--- config.mk ---
export PLATFORM = sky130hd
export DESIGN_NAME = irq_nest_ctrl
export DESIGN_NICKNAME = d
export VERILOG_FILES = /design/src/rtl/irq_nest_pkg.sv /design/src/rtl/irq_nest_counter.sv /design/src/rtl/irq_regs.sv /design/src/rtl/irq_delay_line.sv /design/src/rtl/irq_pending.sv /design/src/rtl/irq_prio.sv /design/src/rtl/irq_nest_ctrl.sv
export SDC_FILE = /design/constraint.sdc
export NUM_CORES = 1
export LEC_CHECK = 0
export ABC_AREA = 1
export BUFFER_PORTS_ARGS = -buffer_cell sky130_fd_sc_hd__buf_2
export CAP_MARGIN = 20
export CORE_ASPECT_RATIO = 0.8
export CORE_MARGIN = 1.5
export CORE_UTILIZATION = 30
export CTS_BUF_LIST = sky130_fd_sc_hd__clkbuf_8
export DETAILED_ROUTE_END_ITERATION = 7
export GPL_TIMING_DRIVEN = 0
export SYNTH_ARGS = -nofsm -noshare
export SYNTH_HDL_FRONTEND = slang
export SYNTH_HIERARCHICAL = 1
export SYNTH_SLANG_ARGS = --single-unit
--- constraint.sdc ---
create_clock -name clk -period 4.9 [get_ports clk]
set_input_delay 0.245 -clock clk [delete_from_list [all_inputs] [get_ports clk]]
set_output_delay 0.245 -clock clk [all_outputs]
set_load 0.01 [all_outputs]
--- src/rtl/irq_nest_pkg.sv ---
package irq_nest_pkg;

  localparam int unsigned ADDR_W = 2;

  typedef enum logic [ADDR_W-1:0] {
    REG_SRC_EN  = 2'd0,
    REG_HOLD    = 2'd1,
    REG_RELEASE = 2'd2,
    REG_NEST    = 2'd3
  } reg_addr_e;

  typedef struct packed {
    logic src_en_wr;
    logic hold_wr;
    logic release_wr;
    logic nest_wr;
  } bus_cmd_t;

endpackage

--- src/rtl/irq_nest_counter.sv ---
module irq_nest_counter #(
  parameter int unsigned CNT_W = 5
) (
  input  logic             clk,
  input  logic             rst_n,
  input  logic             hold_wr,
  input  logic             release_wr,
  input  logic             nest_wr,
  input  logic [CNT_W-1:0] nest_wdata,
  input  logic             accept,
  output logic [CNT_W-1:0] nest_q
);

  localparam int unsigned SUM_W = CNT_W + 2;
  localparam logic [SUM_W-1:0] SAT_MAX = SUM_W'((1 << CNT_W) - 1);

  logic [1:0]       inc_amt;
  logic [SUM_W-1:0] sum;
  logic [SUM_W-1:0] adj;
  logic [CNT_W-1:0] nest_d;

  always_comb begin
    inc_amt = {1'b0, accept} + {1'b0, hold_wr};
    sum     = {2'b00, nest_q} + SUM_W'(inc_amt);
    adj     = sum;
    if (release_wr && (sum != '0)) begin
      adj = sum - SUM_W'(1);
    end
    if (nest_wr) begin
      nest_d = nest_wdata;
    end else if (adj > SAT_MAX) begin
      nest_d = SAT_MAX[CNT_W-1:0];
    end else begin
      nest_d = adj[CNT_W-1:0];
    end
  end

  always_ff @(posedge clk or negedge rst_n) begin
    if (!rst_n) begin
      nest_q <= '0;
    end else begin
      nest_q <= nest_d;
    end
  end

endmodule

--- src/rtl/irq_regs.sv ---
module irq_regs
  import irq_nest_pkg::*;
#(
  parameter int unsigned NUM_SRC = 8,
  parameter int unsigned DATA_W  = 8,
  parameter int unsigned CNT_W   = 5
) (
  input  logic               clk,
  input  logic               rst_n,
  input  logic [ADDR_W-1:0]  bus_addr,
  input  logic               bus_we,
  input  logic [DATA_W-1:0]  bus_wdata,
  output logic [DATA_W-1:0]  bus_rdata,
  input  logic               accept,
  output logic [NUM_SRC-1:0] src_en_q,
  output logic [CNT_W-1:0]   nest_q
);

  bus_cmd_t cmd;

  always_comb begin
    cmd            = '0;
    cmd.src_en_wr  = bus_we && (bus_addr == REG_SRC_EN);
    cmd.hold_wr    = bus_we && (bus_addr == REG_HOLD);
    cmd.release_wr = bus_we && (bus_addr == REG_RELEASE);
    cmd.nest_wr    = bus_we && (bus_addr == REG_NEST);
  end

  always_ff @(posedge clk or negedge rst_n) begin
    if (!rst_n) begin
      src_en_q <= '0;
    end else if (cmd.src_en_wr) begin
      src_en_q <= bus_wdata[NUM_SRC-1:0];
    end
  end

  irq_nest_counter #(
    .CNT_W (CNT_W)
  ) counter_i (
    .clk        (clk),
    .rst_n      (rst_n),
    .hold_wr    (cmd.hold_wr),
    .release_wr (cmd.release_wr),
    .nest_wr    (cmd.nest_wr),
    .nest_wdata (bus_wdata[CNT_W-1:0]),
    .accept     (accept),
    .nest_q     (nest_q)
  );

  always_comb begin
    unique case (bus_addr)
      REG_SRC_EN: bus_rdata = DATA_W'(src_en_q);
      REG_NEST:   bus_rdata = DATA_W'(nest_q);
      default:    bus_rdata = '0;
    endcase
  end

endmodule

--- src/rtl/irq_delay_line.sv ---
module irq_delay_line #(
  parameter int unsigned W       = 1,
  parameter int unsigned STAGES  = 5,
  parameter logic [W-1:0] RST_VAL = '0
) (
  input  logic         clk,
  input  logic         rst_n,
  input  logic         flush,
  input  logic [W-1:0] d,
  output logic [W-1:0] q
);

  logic [W-1:0] stage_q [STAGES];

  for (genvar s = 0; s < STAGES; s++) begin : g_stage
    logic [W-1:0] stage_in;
    if (s == 0) begin : g_head
      assign stage_in = d;
    end else begin : g_body
      assign stage_in = stage_q[s-1];
    end
    always_ff @(posedge clk or negedge rst_n) begin
      if (!rst_n) begin
        stage_q[s] <= RST_VAL;
      end else if (flush) begin
        stage_q[s] <= '0;
      end else begin
        stage_q[s] <= stage_in;
      end
    end
  end

  assign q = stage_q[STAGES-1];

endmodule

--- src/rtl/irq_pending.sv ---
module irq_pending #(
  parameter int unsigned NUM_SRC = 8,
  parameter int unsigned VEC_W   = 3
) (
  input  logic               clk,
  input  logic               rst_n,
  input  logic [NUM_SRC-1:0] irq_req,
  input  logic               accept,
  input  logic [VEC_W-1:0]   accept_vec,
  output logic [NUM_SRC-1:0] pend_q
);

  logic [NUM_SRC-1:0] req_q;

  always_ff @(posedge clk or negedge rst_n) begin
    if (!rst_n) begin
      req_q <= '0;
    end else begin
      req_q <= irq_req;
    end
  end

  for (genvar i = 0; i < NUM_SRC; i++) begin : g_src
    logic rise;
    logic clr;
    assign rise = irq_req[i] && !req_q[i];
    assign clr  = accept && (accept_vec == VEC_W'(i));
    always_ff @(posedge clk or negedge rst_n) begin
      if (!rst_n) begin
        pend_q[i] <= 1'b0;
      end else if (rise) begin
        pend_q[i] <= 1'b1;
      end else if (clr) begin
        pend_q[i] <= 1'b0;
      end
    end
  end

endmodule

--- src/rtl/irq_prio.sv ---
module irq_prio #(
  parameter int unsigned NUM_SRC = 8,
  parameter int unsigned VEC_W   = 3
) (
  input  logic [NUM_SRC-1:0] cand,
  output logic               any,
  output logic [VEC_W-1:0]   vec
);

  always_comb begin
    any = 1'b0;
    vec = '0;
    for (int i = 0; i < NUM_SRC; i++) begin
      if (cand[i]) begin
        any = 1'b1;
        vec = VEC_W'(i);
      end
    end
  end

endmodule

--- src/rtl/irq_nest_ctrl.sv ---
module irq_nest_ctrl
  import irq_nest_pkg::*;
#(
  parameter int unsigned NUM_SRC    = 8,
  parameter int unsigned DATA_W     = 8,
  parameter int unsigned CNT_W      = 5,
  parameter int unsigned MASK_DELAY = 6,
  localparam int unsigned VEC_W     = (NUM_SRC > 1) ? $clog2(NUM_SRC) : 1
) (
  input  logic               clk,
  input  logic               rst_n,
  input  logic [ADDR_W-1:0]  bus_addr,
  input  logic               bus_we,
  input  logic [DATA_W-1:0]  bus_wdata,
  output logic [DATA_W-1:0]  bus_rdata,
  input  logic [NUM_SRC-1:0] irq_req,
  output logic               irq_valid,
  input  logic               irq_ready,
  output logic [VEC_W-1:0]   irq_vector
);

  localparam int unsigned PIPE_STAGES = MASK_DELAY - 1;

  logic [NUM_SRC-1:0] src_en_q;
  logic [CNT_W-1:0]   nest_q;
  logic [NUM_SRC-1:0] src_en_eff;
  logic               nest_zero_eff;
  logic [NUM_SRC-1:0] pend_q;
  logic               cand_any;
  logic               accept;

  assign accept = irq_valid && irq_ready;

  irq_regs #(
    .NUM_SRC (NUM_SRC),
    .DATA_W  (DATA_W),
    .CNT_W   (CNT_W)
  ) regs_i (
    .clk       (clk),
    .rst_n     (rst_n),
    .bus_addr  (bus_addr),
    .bus_we    (bus_we),
    .bus_wdata (bus_wdata),
    .bus_rdata (bus_rdata),
    .accept    (accept),
    .src_en_q  (src_en_q),
    .nest_q    (nest_q)
  );

  irq_delay_line #(
    .W       (NUM_SRC),
    .STAGES  (PIPE_STAGES),
    .RST_VAL ('0)
  ) en_dly_i (
    .clk   (clk),
    .rst_n (rst_n),
    .flush (1'b0),
    .d     (src_en_q),
    .q     (src_en_eff)
  );

  irq_delay_line #(
    .W       (1),
    .STAGES  (PIPE_STAGES),
    .RST_VAL (1'b1)
  ) zero_dly_i (
    .clk   (clk),
    .rst_n (rst_n),
    .flush (accept),
    .d     (nest_q == '0),
    .q     (nest_zero_eff)
  );

  irq_pending #(
    .NUM_SRC (NUM_SRC),
    .VEC_W   (VEC_W)
  ) pend_i (
    .clk        (clk),
    .rst_n      (rst_n),
    .irq_req    (irq_req),
    .accept     (accept),
    .accept_vec (irq_vector),
    .pend_q     (pend_q)
  );

  irq_prio #(
    .NUM_SRC (NUM_SRC),
    .VEC_W   (VEC_W)
  ) prio_i (
    .cand (pend_q & src_en_eff),
    .any  (cand_any),
    .vec  (irq_vector)
  );

  assign irq_valid = cand_any && nest_zero_eff;

endmodule

==> results.md <==
- 75 — maximum number of pins on one net before global-route repair
- 414 — Gate Count Post-Synth
- 0.00375 mm² — placed instance area
- 0.429 mW — sw power
- 17.6% — met2 usage
- 104 — DRT iter0 DRCs
- 0 — number of setup buffers added after CTS
- 0 — final count of negative-setup-slack endpoints
- 1.70 ns — register-to-register path setup slack
- regs_i/counter_i/nest_q[0] — FF-to-FF End
- 3.44 ns — Worst EP arrival
- 11.4% — overall track demand over capacity in global routing
- nand2_1, inv_1, inv_1, nand2_1, nor3_1, nand3_1, nand2_1, nor2_1, fa_1, ha_1, inv_1, ha_1, nand3_1, nor2_4, nor2_8, nand2_1, nand3_2, nor2_1, nor2_1 — Cell Chain, Critical Path
- 0.00401 mm² — final std cell area, no fill
- 4.12 — vias per cell
- 31.0% — effective utilization at floorplan
- simple AND/OR/NAND/NOR gates — Top delay family on crit path
- 1.72 ns — pre-CTS WS
- yes — CTS tree
- 0.55 ns — Crit path largest cell delay
- 2539 — total number of vias
- 313 MHz — highest clock frequency the design can meet
- 0.0111 ns — final setup skew
- sky130_fd_sc_hd__clkbuf_8 — root buffer cell
- 74 — total of flip-flops plus latches after synthesis
- 2.22 nW — Leakage
- pend_i/pend_q[3] — launch instance of the worst register-to-register path
- 0.847 — weighted congestion reported at the end of routability-driven placement
- 4230 µm — Final HPWL DP
- 1.41 mW — total power
- sky130_fd_sc_hd__dfrtp_1 — Most used DFF post-synth
- 30.3% — share of total power in the clock network
- 5 — DR pass1 iterations
- 0.140 mV — largest voltage drop on the vdd net
- 50.9% — fraction of synthesized cell area taken by the top area cell type
- 0 — Slew Viols, Final
- flop — Critical Path End Type
- 2467 — vias in the first global route
- 3 — count of buffering cells on the critical path with inverters included
- 30.4% — switching share of power
- sky130_fd_sc_hd__nand2_1 — top-count cell post-synth
- 18.0% — Layout Area Growth over Synthesis
- 0 — Detail Route Antenna Nets
- 9.81 µm — WL/cell
- sky130_fd_sc_hd__dfrtp_1, sky130_fd_sc_hd__nand2_1, sky130_fd_sc_hd__inv_1 — top post-synthesis cells by area
- met2 — most used routing layer in global routing
- 3 — H-tree level count
- 498 — number of nets in the layout
- 0.00186 mm² — sequential standard cell area
- 0 — # Max-Cap Violations
- 14.0% — GRT met1 Usage
- 0.0120 mm² — Die Area
- 34 — Placement Rows
- 0.00339 mm² — post-synthesis instance area
- 2 — CTS Buffer Depth
- 8.20 µm² — per-instance average area after synthesis
- 0 — Final Hold Vio Count
- 24 — number of unique standard cell types used by synthesis
- 0 — ANT cells
- 0 — residual DRC count
- 54.7% — fraction of the yosys area taken by sequential cells
- 4.44% — GR Layer Usage met3
- 8 — worst-path fanout max
- 352 mW/mm² — Power Dens Cells
- 0 — overflow left after global routing
- 1128 — final-layout fill cell count
- 39.9% — tightest slew margin relative to the limit
- 6 — number of warning messages in the yosys log
- reg -> reg — start-to-end type of the worst setup path
- 10600 µm — wire length of the first global-routing pass
- pend_i/pend_q[3] — start point of the critical path
- 3.20 ns — minimum clock period
- sky130_fd_sc_hd__nor2_1 — Slowest cell on crit path
- 6050 µm — aggregate routed wire length
- 122 µm — Die X
- 19 — R2R cell count
- flop — CP startpoint kind
- 0.08 ns — Clock Pin Slew Worst Setup and Hold Paths
- 65.3% — Final Cycle Share
- 19.7% — combinational power share
- sky130_fd_sc_hd__nand2_1 — most prevalent standard cell on the critical path
- 0.980 mW — Pint
- 1.70 ns — setup slack after layout
- 50.0% — share of total power in sequential cells
- 0 — antenna violations before repair
- 5.14 ns — critical path data required time
- 0 — EDFF count, synth
- 0 ns — final total negative setup slack
- 98.1 µm — die height
- 33 — port bufs
- 16.5% — share of final-layout standard cells stronger than drive strength 1
- 9 — total CTS buffers
- sky130_fd_sc_hd__nand2_1, sky130_fd_sc_hd__inv_1, sky130_fd_sc_hd__dfrtp_1, sky130_fd_sc_hd__nor2_1, sky130_fd_sc_hd__nand3_1 — commonest cells in the synthesized netlist
- 0.902 ns — transition at the pin with the smallest max-transition slack
- in -> async — worst hold-check path type
- 100% — post-synthesis async set-or-reset flop share
- 74 — clk sinks
- no — RSZ-0062 raised after global routing
- 0.00111 mm² — multi-input gate area in the final layout
- finished clean — outcome
- sky130_fd_sc_hd__dfrtp_1 — area leader, netlist
- 34 — number of top-level design ports
- 0.35 ns — clock latency at the later pin of the worst-skew pair
- 0.0109 mm² — Core ar.
[cells in the final DEF (no fill, tap or decap)]
master,n
sky130_fd_sc_hd__nand2_1,106
sky130_fd_sc_hd__inv_1,97
sky130_fd_sc_hd__nor2_1,69
sky130_fd_sc_hd__dfrtp_1,69
sky130_fd_sc_hd__buf_2,32
sky130_fd_sc_hd__nand3_1,20
sky130_fd_sc_hd__clkbuf_8,12
sky130_fd_sc_hd__nand2_2,10
sky130_fd_sc_hd__dlygate4sd3_1,7
sky130_fd_sc_hd__ha_1,7
sky130_fd_sc_hd__buf_6,5
sky130_fd_sc_hd__a21oi_1,5
sky130_fd_sc_hd__dfstp_2,5
sky130_fd_sc_hd__conb_1,4
sky130_fd_sc_hd__nand4_1,4
sky130_fd_sc_hd__buf_4,3
sky130_fd_sc_hd__clkinv_2,2
sky130_fd_sc_hd__nor2_4,2
sky130_fd_sc_hd__o21ai_0,2
sky130_fd_sc_hd__nand2_4,2
sky130_fd_sc_hd__nor2_2,2
sky130_fd_sc_hd__xor2_1,2
sky130_fd_sc_hd__inv_2,1
sky130_fd_sc_hd__nor3_1,1
sky130_fd_sc_hd__clkinv_1,1
sky130_fd_sc_hd__nor2_8,1
sky130_fd_sc_hd__nand3_2,1
sky130_fd_sc_hd__fa_1,1
[how the worst max path moves through the flow]
stage | end | slack (ns) | depth (start not counted)
final | regs_i/counter_i/nest_q[0] | 1.70 | 19
after global placement | regs_i/counter_i/nest_q[0] | 1.84 | 18
after global routing | regs_i/counter_i/nest_q[2] | 1.45 | 19
after CTS | regs_i/counter_i/nest_q[0] | 1.70 | 19
after floorplan | regs_i/counter_i/nest_q[0] | 2.21 | 19
after detailed placement | regs_i/counter_i/nest_q[0] | 1.72 | 19
[power by group through the flow]
stage               Sequential, mW  Combinational [mW]  Clock [mW]
floorplan                    0.702               0.201           0
global placement             0.714               0.260           0
detailed placement           0.715               0.271           0
CTS                          0.704               0.276       0.447
global route                 0.712               0.317       0.474
finish                       0.704               0.278       0.427
[final cells by class]
cell class | instances | area share, %
Multi-Input combinational cell | 239 | 27.8
Buffer | 7 | 1.78
Sequential cell | 74 | 46.4
Timing Repair Buffer | 40 | 5.93
Clock buffer | 12 | 4.12
Tap cell | 144 | 4.50
Inverter | 97 | 9.09
Clock inverter | 4 | 0.437
[stage by stage]
| step | hold WS [ns] | util [%] | instances |
|---|---|---|---|
| floorplan | -0.0506 | - | 417 |
| global placement | 0.369 | 34.3 | 594 |
| detailed placement | 0.373 | 34.3 | 594 |
| CTS | 0.00228 | 36.6 | 616 |
| global route | 0.00580 | 36.6 | 617 |
| finish | 0.0232 | 36.6 | 617 |
[cell families after synthesis]
| kind of cell | count (synthesis) | synth area share, % |
|---|---|---|
| XOR/XNOR | 2 | 0.516 |
| AND/OR/NAND/NOR | 218 | 27.6 |
| other | 1 | 0.110 |
| adder cells (fa/ha/maj) | 8 | 3.17 |
| buffers and inverters | 104 | 12.8 |
| flip-flops | 74 | 54.7 |
| AO/OA/AOI/OAI | 7 | 1.03 |
[per-layer routing]
| layer | vias up | part of all wire [%] |
|---|---|---|
| met4 | 0 | 1.8 |
| met3 | 11 | 7.5 |
| met1 | 1152 | 48 |
| met2 | 81 | 43 |
| li1 | 1295 | - |
| met5 | - | 0 |
[registers in the layout (all words and copies together), names as in the netlist]
register                     count
en_dly_i/g_stage.stage_in       32
en_dly_i/q                       8
pend_i/pend_q                    8
pend_i/req_q                     8
regs_i/counter_i/nest_q          5
regs_i/src_en_q                  8
zero_dly_i/g_stage.stage_in      4
zero_dly_i/q                     1
[worst reg2reg max path, cell delays in order, from the launching register on]
cell                      delay [ns]
sky130_fd_sc_hd__dfrtp_1        0.36
sky130_fd_sc_hd__nand2_1        0.06
sky130_fd_sc_hd__inv_1          0.04
sky130_fd_sc_hd__inv_1          0.04
sky130_fd_sc_hd__nand2_1        0.08
sky130_fd_sc_hd__nor3_1         0.05
sky130_fd_sc_hd__nand3_1        0.07
sky130_fd_sc_hd__nand2_1        0.09
sky130_fd_sc_hd__nor2_1         0.55
sky130_fd_sc_hd__fa_1           0.35
sky130_fd_sc_hd__ha_1           0.25
sky130_fd_sc_hd__inv_1          0.16
sky130_fd_sc_hd__ha_1           0.24
sky130_fd_sc_hd__nand3_1        0.15
sky130_fd_sc_hd__nor2_4         0.17
sky130_fd_sc_hd__nor2_8         0.06
sky130_fd_sc_hd__nand2_1        0.09
sky130_fd_sc_hd__nand3_2        0.12
sky130_fd_sc_hd__nor2_1         0.11
sky130_fd_sc_hd__nor2_1         0.06
[timing repair]
action,CTS,global route
hold endpoints to repair,6,1
resized for setup,0,0
hold buffers,6,1
No activity file was read; power rests on OpenSTA's default activity.
